$ cat config.mk
export PLATFORM = sky130hd
export DESIGN_NAME = byte_bus_decoder
export DESIGN_NICKNAME = d
export VERILOG_FILES = /design/src/rtl/byte_bus_decoder_pkg.sv /design/src/rtl/byte_bus_decode_ctrl.sv /design/src/rtl/byte_bus_out_regs.sv /design/src/rtl/byte_bus_decoder.sv
export SDC_FILE = /design/constraint.sdc
export NUM_CORES = 1
export LEC_CHECK = 0
export BUFFER_PORTS_ARGS = -buffer_cell sky130_fd_sc_hd__buf_2
export CORE_MARGIN = 2
export CORE_UTILIZATION = 43
export CTS_BUF_LIST = sky130_fd_sc_hd__clkbuf_4 sky130_fd_sc_hd__clkbuf_8
export DETAILED_ROUTE_END_ITERATION = 7
export PLACE_DENSITY = 0.77
export SKIP_LAST_GASP = 1
export SYNTH_ARGS = -nofsm -noshare
export SYNTH_HDL_FRONTEND = slang
export SYNTH_HIERARCHICAL = 1
export SYNTH_SLANG_ARGS = --single-unit
$ cat constraint.sdc
create_clock -name clk -period 0.8 [get_ports clk]
set_input_delay 0.2 -clock clk [delete_from_list [all_inputs] [get_ports clk]]
set_output_delay 0.2 -clock clk [all_outputs]
set_load 0.01 [all_outputs]
$ cat src/rtl/byte_bus_decoder_pkg.sv
package byte_bus_decoder_pkg;
  // Number of peripheral windows carved from the upper address space.
  localparam int PERIPH_CNT = 2;
  // First window index (in units of the top-bit slice) that is a peripheral.
  localparam int PERIPH_BASE = 2;

  // Strobes handed from the decode control to the output datapath.
  typedef struct packed {
    logic                  memSel;
    logic [PERIPH_CNT-1:0] periSel;
    logic                  wrOk;
  } decStrobe_t;
endpackage

$ cat src/rtl/byte_bus_decode_ctrl.sv
module byte_bus_decode_ctrl
  import byte_bus_decoder_pkg::*;
#(
  parameter int ADDR_W = 16,
  parameter int WIN_W  = 2
) (
  input  logic [ADDR_W-1:0] busAddr,
  input  logic              dataAccess,
  input  logic              writeReq,
  input  logic              periphSel,
  input  logic [ADDR_W-1:0] progBound,
  input  logic              inReset,
  output decStrobe_t        strobe
);
  logic [WIN_W-1:0]      winIdx;
  logic [PERIPH_CNT-1:0] periHit;
  logic                  accessLive;
  logic                  inProgRegion;
  logic                  anyPeri;

  assign winIdx = busAddr[ADDR_W-1 -: WIN_W];

  // One comparator per peripheral window on the top address bits.
  for (genvar k = 0; k < PERIPH_CNT; k++) begin : g_window
    localparam logic [WIN_W-1:0] WinCode = WIN_W'(PERIPH_BASE + k);
    assign periHit[k] = periphSel && (winIdx == WinCode);
  end

  always_comb begin
    accessLive     = dataAccess && !inReset;
    inProgRegion   = busAddr < progBound;
    anyPeri        = |periHit;
    strobe.memSel  = accessLive && !anyPeri;
    strobe.periSel = accessLive ? periHit : '0;
    strobe.wrOk    = accessLive && writeReq && !inProgRegion;
  end
endmodule

$ cat src/rtl/byte_bus_out_regs.sv
module byte_bus_out_regs
  import byte_bus_decoder_pkg::*;
#(
  parameter int PADDR_W = 14
) (
  input  logic               clk,
  input  logic               rst_n,
  input  decStrobe_t         strobe,
  input  logic [PADDR_W-1:0] lowAddr,
  output logic               memEn_n,
  output logic               periphLoEn_n,
  output logic               periphHiEn_n,
  output logic               wrStrobe_n,
  output logic [PADDR_W-1:0] periphAddr
);
  always_ff @(posedge clk or negedge rst_n) begin
    if (!rst_n) begin
      memEn_n      <= 1'b1;
      periphLoEn_n <= 1'b1;
      periphHiEn_n <= 1'b1;
      wrStrobe_n   <= 1'b1;
      periphAddr   <= '0;
    end else begin
      memEn_n      <= !strobe.memSel;
      periphLoEn_n <= !strobe.periSel[0];
      periphHiEn_n <= !strobe.periSel[1];
      wrStrobe_n   <= !strobe.wrOk;
      periphAddr   <= lowAddr;
    end
  end
endmodule

$ cat src/rtl/byte_bus_decoder.sv
module byte_bus_decoder
  import byte_bus_decoder_pkg::*;
#(
  parameter int ADDR_W = 16,
  localparam int WIN_W = 2,
  localparam int PADDR_W = ADDR_W - WIN_W
) (
  input  logic               clk,
  input  logic               rst_n,
  input  logic [ADDR_W-1:0]  busAddr,
  input  logic               dataAccess,
  input  logic               writeReq,
  input  logic               periphSel,
  input  logic [ADDR_W-1:0]  progBound,
  input  logic               inReset,
  output logic               memEn_n,
  output logic               periphLoEn_n,
  output logic               periphHiEn_n,
  output logic               wrStrobe_n,
  output logic [PADDR_W-1:0] periphAddr
);
  decStrobe_t strobe;

  byte_bus_decode_ctrl #(.ADDR_W(ADDR_W), .WIN_W(WIN_W)) ctrl_i (
    .busAddr(busAddr), .dataAccess(dataAccess), .writeReq(writeReq),
    .periphSel(periphSel), .progBound(progBound), .inReset(inReset),
    .strobe(strobe)
  );

  byte_bus_out_regs #(.PADDR_W(PADDR_W)) regs_i (
    .clk(clk), .rst_n(rst_n), .strobe(strobe),
    .lowAddr(busAddr[PADDR_W-1:0]),
    .memEn_n(memEn_n), .periphLoEn_n(periphLoEn_n),
    .periphHiEn_n(periphHiEn_n), .wrStrobe_n(wrStrobe_n),
    .periphAddr(periphAddr)
  );
endmodule

==> flow_metrics.tcl <==
set metrics [dict create \
    netlist_area_um2 883 \
    grt_use_total 0.177 \
    syn_nets 134 \
    post-place-ws_ns -0.860 \
    cts-root-buf "clkbuf_4" \
    hold_start "busAddr[0]" \
    clock-sinks 18 \
    ioPinCount 56 \
    swShare 0.260 \
    cts.path.max_buffers 2 \
    crit_family "simple AND/OR/NAND/NOR gates" \
    final_common_cell "buf_2" \
    slew_viol_final 0 \
    drive_gt1_frac 0.551 \
    placed_cells 169 \
    violations "negative setup slack" \
    maxSlewHeadroom 0.724 \
    max_stage_delay_ns 0.55 \
    ys_types 21 \
    fmax_mhz 757 \
    worst-path-buf-inv 3 \
    start_kind "input pin" \
    ys_ff_latch 18 \
    worstSetupPathType "input pin to flop" \
    drc 0 \
    grt_overflow_total 0 \
    synth_area_per_cell_um2 10.9 \
    clk_pin_slew_worst_paths_ns 0.11 \
    grt_pass1_wl_mm 3.27 \
    dr.pass1.iters 4 \
    tightest_slew_ns 0.403 \
    clkPwrFrac 0.288 \
    grt_pass1_vias 831 \
    fp.coreArea_um2 1940 \
    worst-path-max-fanout 2 \
    numCtsBuffers 3 \
    num_rows 16 \
    power_leakage_nw 0.752 \
    p_sw_mw 0.512 \
    area_growth_pct 59.8 \
    setup_viol 19 \
    required_ns 1.03 \
    ys_seq_area_frac 0.516 \
    rsz0062_at_grt "yes" \
    hold_class "input pin to flop" \
    wirelength_mm 1.99 \
    place_hpwl_mm 1.56 \
    antenna_found_initial 0 \
    hold_viol 0 \
    critPathSlowestCell "or4_4" \
    utilization 0.727 \
    n_fill_cell 153 \
    power.density_nw_per_um2 1400 \
    fin_cells 174 \
    final_cell_mix "50 x buf_2, 17 x inv_1, 14 x dfrtp_1" \
    critPathLaunch "progBound[7]" \
    synth_warnings 6 \
    timing.hold.ws_ns 0.0222 \
    netlist_instances 81 \
    initial_core_util 0.455 \
    fin_crit_ns 1.32 \
    setup_ws_ns -0.520 \
    status "finished with violations" \
    path_cells "buf_4 > inv_12 > ha_4 > and2_4 > nand3_2 > or4_4 > a31oi_4 > inv_1" \
    port_buffers 55 \
    cts_max_level 1 \
    initialDrtViolationCount 8 \
    dieArea_um2 2430 \
    ant_nets 0 \
    vdd_ir_drop_max_mv 1.08 \
    vias 789 \
    postCtsSetupRepairBufs 0 \
    antenna_cells 0 \
    nets 201 \
    seqPwrFrac 0.489 \
    finalPower_mw 1.97 \
    fp.dieW_um 49.3 \
    die_h_um 49.3 \
    p_comb_frac 0.223 \
    worstPathArrival_ns 1.55 \
    wl_per_cell_um 11.4 \
    crit_path_end_kind "flop" \
    power.internal_mw 1.46 \
    grt_max_degree 19 \
    viasPerCell 4.53 \
    place.gp.congestion 0.639 \
    period_share 1.65 \
    cts_tree "built" \
    drv_cap 0 \
]
==> flip-flops by register name, summed over array words and instances, names as in the netlist <==
| name | count |
|---|---|
| regs_i/periphHiEn_n | 1 |
| regs_i/periphLoEn_n | 1 |
| regs_i/memEn_n | 1 |
| regs_i/periphAddr | 14 |
| regs_i/wrStrobe_n | 1 |
==> layer usage <==
layer / global-route usage / wire (µm) / vias to the layer above
met3: 0.0245 / 143 / 2
met2: 0.354 / 1060 / 35
met5: 0 / 0 / -
met4: 0.0714 / 13 / 0
li1: - / - / 398
met1: 0.179 / 775 / 354
==> synth_stat cells (all sizes together) <==
master	count	area, µm²
ha	15	188
o21ai	1	5.00
dfstp	4	105
or4	1	7.51
dfrtp	14	350
a21oi	4	20.0
o21a	1	7.51
a21boi	1	7.51
nor2	3	11.3
a21o	1	7.51
nand2	4	15.0
and4	2	17.5
nand3	3	15.0
and2	1	6.26
a2111oi	1	8.76
nand2b	1	6.26
nor2b	1	6.26
a221oi	1	8.76
inv	20	75.1
a2bb2oi	1	8.76
a31oi	1	6.26
==> power by group through the flow <==
stage | sequential (mW) | clock, mW | combinational, mW
2_1_floorplan | 1.01 | 0 | 0.161
3_3_place_gp | 0.980 | 0 | 0.405
3_5_place_dp | 0.981 | 0 | 0.420
4_1_cts | 0.966 | 0.595 | 0.447
5_1_grt | 0.970 | 0.616 | 0.499
6_report | 0.965 | 0.568 | 0.441
==> area by class of cell <==
class,count,area [µm²],area share
inverters,20,92.6,0.0656
clock buffers,4,36.3,0.0257
flip-flops and latches,18,455,0.323
well taps,27,33.8,0.0239
repair buffers,62,358,0.254
multi-input cells,43,435,0.309
==> cells by family after synthesis <==
kind of cell	count (synthesis)	share of synthesized area
fa+ha+maj	15	0.212
simple gates	16	0.0963
flops	18	0.516
buf+inv	20	0.0850
compound gates	12	0.0907
==> per-stage QoR <==
| stage | TNS, ns | area (µm²) |
|---|---|---|
| finish | -4.54 | 1410 |
| global route | -5.20 | 1410 |
| CTS | -4.82 | 1410 |
| detailed placement | -0.945 | 1310 |
| global placement | -0.842 | 1310 |
| floorplan | -0.609 | 958 |
==> final timing paths <==
kind / slack (ns) / depth (start not counted) / to
max: -0.52 / 8 / regs_i/wrStrobe_n
min: 0.02 / 1 / regs_i/periphAddr[0]
max in group asynchronous: 0.11 / 2 / regs_i/wrStrobe_n
min in group asynchronous: 0.36 / 2 / regs_i/periphAddr[2]
==> timing repair <==
| action | 4_1_cts | 5_1_grt |
|---|---|---|
| endpoints found under the hold margin | 14 | 0 |
| endpoints found under the setup margin | 19 | 19 |
| hold buffers | 1 | 0 |
| gates resized for setup | 8 | 0 |
| pin swaps | 1 | 0 |
Power figures use the tool's default switching activity.
